File: src/rtl/stw_pkg.sv
package stw_pkg;
  typedef enum logic [1:0] {
    PH_IDLE = 2'd0,
    PH_LOAD = 2'd1,
    PH_EXEC = 2'd2,
    PH_HALT = 2'd3
  } phase_e;

  localparam int unsigned A_KEY    = 0;
  localparam int unsigned A_PERIOD = 1;
  localparam int unsigned A_STAT   = 2;
endpackage

File: src/rtl/stw_regs.sv
module stw_regs
  import stw_pkg::*;
#(
  parameter int unsigned ADDR_W  = 4,
  parameter int unsigned DATA_W  = 32,
  parameter int unsigned PER_W   = 16,
  parameter logic [DATA_W-1:0] KEY_VAL = 32'hC3A5_0F96,
  parameter logic [PER_W-1:0]  PER_RST = 16'h0400
) (
  input  logic              clk_i,
  input  logic              rst_ni,
  input  logic              wr_en_i,
  input  logic [ADDR_W-1:0] wr_addr_i,
  input  logic [DATA_W-1:0] wr_data_i,
  input  logic              ld_set_i,
  input  logic              ex_set_i,
  output logic              kick_o,
  output logic [PER_W-1:0]  period_o,
  output logic              ld_flag_o,
  output logic              ex_flag_o
);
  logic sel_key, sel_per, sel_stat;

  assign sel_key  = wr_en_i && (wr_addr_i == ADDR_W'(A_KEY));
  assign sel_per  = wr_en_i && (wr_addr_i == ADDR_W'(A_PERIOD));
  assign sel_stat = wr_en_i && (wr_addr_i == ADDR_W'(A_STAT));

  // exact match only
  assign kick_o = sel_key && (wr_data_i == KEY_VAL);

  always_ff @(posedge clk_i or negedge rst_ni) begin
    if (!rst_ni) begin
      period_o <= PER_RST;
    end else if (sel_per) begin
      period_o <= wr_data_i[PER_W-1:0];
    end
  end

  // set wins over write-one-to-clear
  always_ff @(posedge clk_i or negedge rst_ni) begin
    if (!rst_ni) begin
      ld_flag_o <= 1'b0;
      ex_flag_o <= 1'b0;
    end else begin
      if (ld_set_i)                      ld_flag_o <= 1'b1;
      else if (sel_stat && wr_data_i[0]) ld_flag_o <= 1'b0;
      if (ex_set_i)                      ex_flag_o <= 1'b1;
      else if (sel_stat && wr_data_i[1]) ex_flag_o <= 1'b0;
    end
  end
endmodule

File: src/rtl/stw_load_wdog.sv
module stw_load_wdog #(
  parameter int unsigned LD_W = 10
) (
  input  logic clk_i,
  input  logic rst_ni,
  input  logic start_i,
  input  logic run_i,
  input  logic tick_i,
  input  logic kick_i,
  output logic expire_o
);
  localparam logic [LD_W-1:0] LD_TERM = '1;

  logic [LD_W-1:0] cnt_q;

  always_ff @(posedge clk_i or negedge rst_ni) begin
    if (!rst_ni) begin
      cnt_q <= '0;
    end else if (start_i || (run_i && kick_i)) begin
      cnt_q <= '0;
    end else if (run_i && tick_i) begin
      cnt_q <= cnt_q + 1'b1;
    end
  end

  assign expire_o = run_i && tick_i && !kick_i && (cnt_q == LD_TERM);
endmodule

File: src/rtl/stw_exec_wdog.sv
module stw_exec_wdog #(
  parameter int unsigned PER_W = 16
) (
  input  logic             clk_i,
  input  logic             rst_ni,
  input  logic             start_i,
  input  logic [PER_W-1:0] period_i,
  input  logic             run_i,
  input  logic             tick_i,
  input  logic             done_i,
  output logic             expire_o
);
  logic [PER_W-1:0] cnt_q;
  logic             last;

  assign last = (cnt_q <= PER_W'(1));

  always_ff @(posedge clk_i or negedge rst_ni) begin
    if (!rst_ni) begin
      cnt_q <= '0;
    end else if (start_i) begin
      cnt_q <= period_i;
    end else if (run_i && tick_i && !done_i && !last) begin
      cnt_q <= cnt_q - 1'b1;
    end
  end

  assign expire_o = run_i && tick_i && !done_i && last;
endmodule

File: src/rtl/stest_wdog_mon.sv
module stest_wdog_mon
  import stw_pkg::*;
#(
  parameter int unsigned ADDR_W  = 4,
  parameter int unsigned DATA_W  = 32,
  parameter int unsigned PER_W   = 16,
  parameter int unsigned LD_W    = 10,
  parameter logic [DATA_W-1:0] KEY_VAL = 32'hC3A5_0F96,
  parameter logic [PER_W-1:0]  PER_RST = 16'h0400
) (
  input  logic              clk_i,
  input  logic              rst_ni,
  input  logic              tick_ld_i,
  input  logic              tick_ex_i,
  input  logic              wr_en_i,
  input  logic [ADDR_W-1:0] wr_addr_i,
  input  logic [DATA_W-1:0] wr_data_i,
  input  logic              cfg_start_i,
  input  logic              exec_start_i,
  input  logic              exec_done_i,
  output logic [1:0]        phase_o,
  output logic              ld_tmo_o,
  output logic              ex_tmo_o,
  output logic              abort_o
);
  phase_e           phase_q, phase_d;
  logic             kick, ld_exp, ex_exp, cfg_go, ex_go;
  logic             in_load, in_exec;
  logic [PER_W-1:0] period;

  assign in_load = (phase_q == PH_LOAD);
  assign in_exec = (phase_q == PH_EXEC);
  assign cfg_go  = cfg_start_i && (phase_q == PH_IDLE || phase_q == PH_HALT);
  // expiry outranks a late start of execution
  assign ex_go   = exec_start_i && in_load && !ld_exp;

  stw_regs #(
    .ADDR_W (ADDR_W),
    .DATA_W (DATA_W),
    .PER_W  (PER_W),
    .KEY_VAL(KEY_VAL),
    .PER_RST(PER_RST)
  ) u_regs (
    .clk_i    (clk_i),
    .rst_ni   (rst_ni),
    .wr_en_i  (wr_en_i),
    .wr_addr_i(wr_addr_i),
    .wr_data_i(wr_data_i),
    .ld_set_i (ld_exp),
    .ex_set_i (ex_exp),
    .kick_o   (kick),
    .period_o (period),
    .ld_flag_o(ld_tmo_o),
    .ex_flag_o(ex_tmo_o)
  );

  stw_load_wdog #(.LD_W(LD_W)) u_ld (
    .clk_i   (clk_i),
    .rst_ni  (rst_ni),
    .start_i (cfg_go),
    .run_i   (in_load),
    .tick_i  (tick_ld_i),
    .kick_i  (kick),
    .expire_o(ld_exp)
  );

  stw_exec_wdog #(.PER_W(PER_W)) u_ex (
    .clk_i   (clk_i),
    .rst_ni  (rst_ni),
    .start_i (ex_go),
    .period_i(period),
    .run_i   (in_exec),
    .tick_i  (tick_ex_i),
    .done_i  (exec_done_i),
    .expire_o(ex_exp)
  );

  always_comb begin
    phase_d = phase_q;
    unique case (phase_q)
      PH_IDLE: if (cfg_go) phase_d = PH_LOAD;
      PH_LOAD: begin
        if (ld_exp)     phase_d = PH_HALT;
        else if (ex_go) phase_d = PH_EXEC;
      end
      PH_EXEC: if (exec_done_i || ex_exp) phase_d = PH_IDLE;
      PH_HALT: if (cfg_go) phase_d = PH_LOAD;
      default: phase_d = PH_IDLE;
    endcase
  end

  always_ff @(posedge clk_i or negedge rst_ni) begin
    if (!rst_ni) phase_q <= PH_IDLE;
    else         phase_q <= phase_d;
  end

  assign phase_o = phase_q;
  assign abort_o = (phase_q == PH_HALT);
endmodule

File: config.mk
export PLATFORM = sky130hd
export DESIGN_NAME = stest_wdog_mon
export DESIGN_NICKNAME = d
export VERILOG_FILES = /design/src/rtl/stw_pkg.sv /design/src/rtl/stw_regs.sv /design/src/rtl/stw_load_wdog.sv /design/src/rtl/stw_exec_wdog.sv /design/src/rtl/stest_wdog_mon.sv
export SDC_FILE = /design/constraint.sdc
export NUM_CORES = 1
export LEC_CHECK = 0
export ABC_AREA = 1
export BUFFER_PORTS_ARGS = -buffer_cell sky130_fd_sc_hd__buf_2
export CAP_MARGIN = 20
export CORE_MARGIN = 8
export CORE_UTILIZATION = 29
export CTS_BUF_LIST = sky130_fd_sc_hd__clkbuf_2 sky130_fd_sc_hd__clkbuf_4 sky130_fd_sc_hd__clkbuf_8
export CTS_CLUSTER_DIAMETER = 200
export DETAILED_ROUTE_END_ITERATION = 7
export PLACE_DENSITY = 0.5
export SLEW_MARGIN = 30
export SYNTH_ARGS = -nofsm -noshare
export SYNTH_HDL_FRONTEND = slang
export SYNTH_SLANG_ARGS = --single-unit
File: constraint.sdc
create_clock -name clk_i -period 3.93 [get_ports clk_i]
set_clock_uncertainty 0.1 [all_clocks]
set_input_delay 0.393 -clock clk_i [delete_from_list [all_inputs] [get_ports clk_i]]
set_output_delay 0.393 -clock clk_i [all_outputs]
set_load 0.02 [all_outputs]
Word-level counts from Yosys, hierarchy flattened:

Index checks and enable logic that the tools add are counted.

* register bits after elaboration: 46
* input bits: 44
* output and inout port bits: 5
* logic and storage cells: 64

* $add $sub $neg: 2
* $lt $le $gt $ge: 1
* equality and inequality tests: 10
* muxes and demuxes: 13
* reduce and logical (&&, ||, !) cells: 32

Operator list (count)
* $eq 32x32->1 const B: 1
* $mux 16: 2
* $mux 10: 2
* $logic_and 1x1->1: 17
* $le 16x1->1 const B: 1
* $sub 16x1->16 const B: 1
* $add 10x1->10 const B: 1
* $eq 10x10->1 const B: 1
* $mux 2: 4
* $reduce_bool 2->1: 4
* $pmux 2 s3: 1
* $eq 2x2->1 const B: 2
* $eq 4x1->1 const B: 1
* $eq 4x2->1 const B: 1
* $logic_not 1->1: 4
* $logic_not 4->1: 1
* $mux 1: 4
* $logic_or 1x1->1: 3
* $ne 3x3->1 const B: 1
* $reduce_and 3->1: 1
* $eq 2x1->1 const B: 1
* $logic_not 2->1: 1
* $ne 2x1->1 const B: 1
* $ne 2x2->1 const B: 1
* $reduce_or 2->1: 1

Logic depth before layout (Yosys ltp):

* word-level depth: 11
* depth in mapped cells: 11
* mapped depth without buffers: 11

Modules after synthesis:

From an unflattened synthesis, not the netlist that was laid out.

* cells, all modules: 421
* area, all modules: 3081.7 um2

By module, submodules not included
* stw_exec_wdog: times used 1, cells each 203, area each 1375.1 um2, seq. area each 400.4 um2
* stw_regs: times used 1, cells each 111, area each 949.7 um2, seq. area each 451.7 um2
* stw_load_wdog: times used 1, cells each 80, area each 570.5 um2, seq. area each 250.2 um2
* stest_wdog_mon: times used 1, cells each 27, area each 186.4 um2, seq. area each 50.0 um2

Least setup slack after synthesis:

OpenSTA, ideal clock, no wires.

* path kind: register to register
* start point: register phase_q[1], in the netlist phase_o[1]
* end point: register u_ex.cnt_q[5]
* setup time: 124 ps
* data arrival time: 1678 ps
* required time: 3706 ps
* setup slack: 2028 ps
* stages on the path, launching flop included: 11
* buffers on the path: 1
* period minus slack after synthesis: 1902 ps
* cells stage by stage: dfrtp_1 -> inv_1 -> ha_1 -> nand2_2 -> nor2_4 -> nand4_4 -> nor2_4 -> nand2_4 -> buf_2 -> nand3_1 -> nand3_1

* cells in the longest elaborated chain, start to end: 7
* elaborated cells on any way between the ends: 13
* classes of those cells: eq/ne: 2; mux: 1; reduce/logical: 10

RTL lines
* from (decl): line stest_wdog_mon.sv:26 `phase_e phase_q, phase_d;`
* from (signal assigned): line stest_wdog_mon.sv:94 `else phase_q <= phase_d;`
* $eq 2x1->1: line stest_wdog_mon.sv:31 `assign in_load = (phase_q == PH_LOAD);`
* $logic_and 1x1->1 (3 in a row): line stw_load_wdog.sv:26 `assign expire_o = run_i && tick_i && !kick_i && (cnt_q == LD_TERM);`
* $logic_not 1->1: line stest_wdog_mon.sv:35 `assign ex_go = exec_start_i && in_load && !ld_exp;`
* $logic_and 1x1->1: line stest_wdog_mon.sv:35
* $mux 16 or $reduce_bool 2->1 (tied branches)
* to (signal assigned): line stw_exec_wdog.sv:22 `cnt_q <= period_i;`
* to (signal assigned): line stw_exec_wdog.sv:24 `cnt_q <= cnt_q - 1'b1;`
* to (decl): line stw_exec_wdog.sv:13 `logic [PER_W-1:0] cnt_q;`

Parallel ways exist; a longest one is shown, timed or not.
A chain may end at the register's enable or synchronous reset.

Worst setup path after layout:

* start point: register phase_q[1], in the netlist phase_o[1]
* end point: register u_ex.cnt_q[0]

Same word-level chain as after synthesis.

==> results.ini <==
[outcome]
outcome = finished, violations left
failed_checks = negative hold slack

[floorplanning]
dieWidth_um = 114.6
floorplan.die.height_um = 114.6
row_count = 36
fp.coreArea_um2 = 9594
io-pin-count = 49
die_area_um2 = 13140
initial_utilization_pct = 29.39

[logic_synthesis]
synth.area.mux_share_pct = 2.396
synth_fp_nets = 432
synth.avg_cell_area_um2 = 7.402
synth.distinct_cells = 31
synth_sequential_area_ratio_pct = 40.86
share_of_the_synthesized_area_in_compound_gates_ao_oa_aoi_oai_pct = 4.880
post_synth_and_or_nand_nor_area_fraction_pct = 36.20
synth_area_in_adders_pct = 3.106
ys_ff_latch = 46
synthesis.area_um2 = 2820
synth.area.top_cells = dfrtp_1, nand2_1, nand3_1
largest_family_of_logic_cells_by_synthesized_area = simple AND/OR/NAND/NOR gates
syn_inst = 381
synth.yosys.warnings = 0
synth_top_area_share_pct = 39.93
synth_top_cell_by_area = dfrtp_1
synthXorXnorAreaFrac_pct = 4.658

[critical_path]
ff2ff_path_depth = 11
path_max_fanout = 32
cp_startpoint_kind = register
timing.critical_path.from = phase_o[1]
crit_arrival_ns = 2.30
r2r-end = u_ex.cnt_q[0]
timing.rr.start = phase_o[1]
critical_path_required_ns = 4.02
worstSetupEndpointType = register
critical_path.cell_chain = inv_1 > ha_1 > nand2_2 > nor2_4 > nand4_4 > nor2_4 > nand2_4 > nand2_4 > nand2_1 > o21ai_0 > inv_1
crit_type = reg -> reg
critPathMaxStageDelay_ns = 0.43
timing.critical_path.slowest_stage_cell = dfrtp_1
r2r_slack_ns = 1.72
worstSetupEndpoint = u_ex.cnt_q[0]

[placement]
dp.final_hpwl_mm = 5.041
placed_cells_incl_taps = 552
portBuffers = 48
dp_worst_setup_slack_ns = 1.553
gp_congestion = 0.8241

[sta]
final_setup_tns_ns = 0
whs_ns = -0.002662
grt_setup_unrepaired = false
slew_viol_final = 0
tightestPinTransition_ns = 0.5919
max_slew_margin_pct = 60.54
setup_slack_ns = 1.719
hold_viol_final = 11
clock.fmax_mhz = 452.3
finalSetupViolations = 0
final.min_clock_period_ns = 2.211
fin_crit_sh_pct = 56.26

[clocking]
root_buffer = clkbuf_8
clock_sink_count = 46
clk_pin_slew_worst_paths_ns = 0.09
clkLatencyLatePin_ns = 0.30
cts_resized = 0
post_cts_buffers = 0
cts.hold.buffers_added = 0
cts_htree_levels = 2
deepest_clock_path_buffer_count = 2
tritoncts = built
cts_made_buffers = 5

[final_layout]
stdcell_count = 561
fillCellCount = 1008
area.growth.synth_to_final_pct = 16.81
num_antenna_cells = 0
post_route_cells_drive_above_1_share_pct = 17.99
design.final.nets = 478

[routing]
wl_per_cell_um = 11.74
drtIter0Drc = 125
drt-total-wl_mm = 6.584
detail_route.first_pass.iterations = 4
dr_total_vias = 2448
detail_route.vias_per_cell = 4.364
route.detailed.drc = 0
ant_nets = 0

[grt]
grt_antenna_before_repair = 0
first_global_vias = 2413
grt_start_max_net_pins = 47
grt_first_pass_wirelength_mm = 11.20
overflow = 0
grt_usage_pct = 10.52

[run]
drv_cap = 0

[min_path]
hold_path.class = in -> async

[pwr]
power_density_nw_per_um2 = 544.3
static-leakage-power_nw = 1.635
vdd.ir_drop.worst_v = 0.0001830

==> cell usage after synthesis, drive strengths merged <==
library cell and instances:
nand3b 3, clkbuf 3, dfrtp 45, nand3 54, nor2 62, dfstp 1, a22oi 1, or2 2
xor2 10, o21ai 16, nand2 101, buf 7, xnor2 5, inv 42, nor3 2, ha 7
nand4 4, nor4 1, a21oi 8, o22ai 1, mux2 6
==> cell families after synthesis <==
kind of cell             Yosys count
AO/OA/AOI/OAI                     26
XOR/XNOR                          15
flip-flops                        46
AND/OR/NAND/NOR                  229
buffers and inverters             52
multiplexers                       6
adder cells (fa/ha/maj)            7
==> state kept, by name, indices dropped and copies added, names as in the netlist <==
register          count
u_regs.ex_flag_o      1
u_ld.cnt_q           10
u_regs.ld_flag_o      1
u_regs.period_o      16
u_ex.cnt_q           16
phase_o               2
==> placed cells by master, fill, tap and decap left out <==
master	n
nand2_1	97
nor2_1	58
nand3_1	53
buf_2	47
dfrtp_1	45
inv_1	42
o21ai_0	15
xor2_1	10
a21oi_1	8
ha_1	7
mux2_2	6
clkbuf_8	6
xnor2_1	5
nand4_1	3
nand3b_1	3
nand2_2	2
nor2_4	2
nor2_2	2
nand2_4	2
or2_1	1
nand3_2	1
nand4_4	1
or2_2	1
o21ai_2	1
nor4_1	1
nor3_1	1
o22ai_1	1
a22oi_1	1
nor3_2	1
bufinv_16	1
clkbuf_4	1
clkinvlp_4	1
buf_4	1
dfstp_2	1
==> stage by stage <==
stage	power, mW	cell area, µm²	hold slack, ns	util, %
after floorplan	1.273	2820	-0.002591	-
after global placement	1.441	3162	0.3691	32.96
after detailed placement	1.445	3164	0.3444	32.98
after CTS	1.815	3278	0.01479	34.17
after global routing	1.958	3294	0.03798	34.34
final	1.793	3294	-0.002662	34.34
==> cell type report <==
class                      instances  area, µm²  area share [%]
clock buffer                       6      76.32           2.317
tap                              133      166.4           5.051
multi-input combinational        283       1448           43.94
sequential                        46       1152           34.98
clock inverter                     2      37.54           1.139
inverter                          42      157.7           4.785
timing repair buffer              49      256.5           7.786
==> metal layers <==
metal  GRT usage, %  vias up  part of all wire, %  wire length (µm)
li1               -     1297                    -                 -
met3          1.635        6                  3.9               258
met1          14.44     1087                   51              3389
met5              0        -                    0                 0
met2          16.15       58                   43              2836
met4          3.993        0                  1.5               100
==> worst min-delay path by stage <==
stage                              from                  end  slack (ns)  cells after the start
global route                     rst_ni   u_regs.period_o[6]        0.04                      1
global placement    u_regs.period_o[12]  u_regs.period_o[12]        0.37                      2
detailed placement               rst_ni   u_regs.period_o[5]        0.34                      1
CTS                              rst_ni   u_regs.period_o[4]        0.01                      1
finish                           rst_ni   u_regs.period_o[5]      -0.003                      1
floorplan                        rst_ni           phase_o[0]      -0.003                      0
==> power by group <==
part	leakage, nW	switching (mW)	internal (mW)
combinational	0.984	0.427	0.271
clock	0.0548	0.168	0.197
sequential	0.596	0.130	0.600
total	1.63	0.725	1.07
==> worst max-delay path, delay by kind of cell (launching register included) <==
kind / cells / cell delay [ns]
AND/OR/NAND/NOR: 7 / 1.12
flip-flops: 1 / 0.43
adder cells (fa/ha/maj): 1 / 0.23
buffers and inverters: 2 / 0.14
AO/OA/AOI/OAI: 1 / 0.08
No activity file was read; power rests on OpenSTA's default activity.
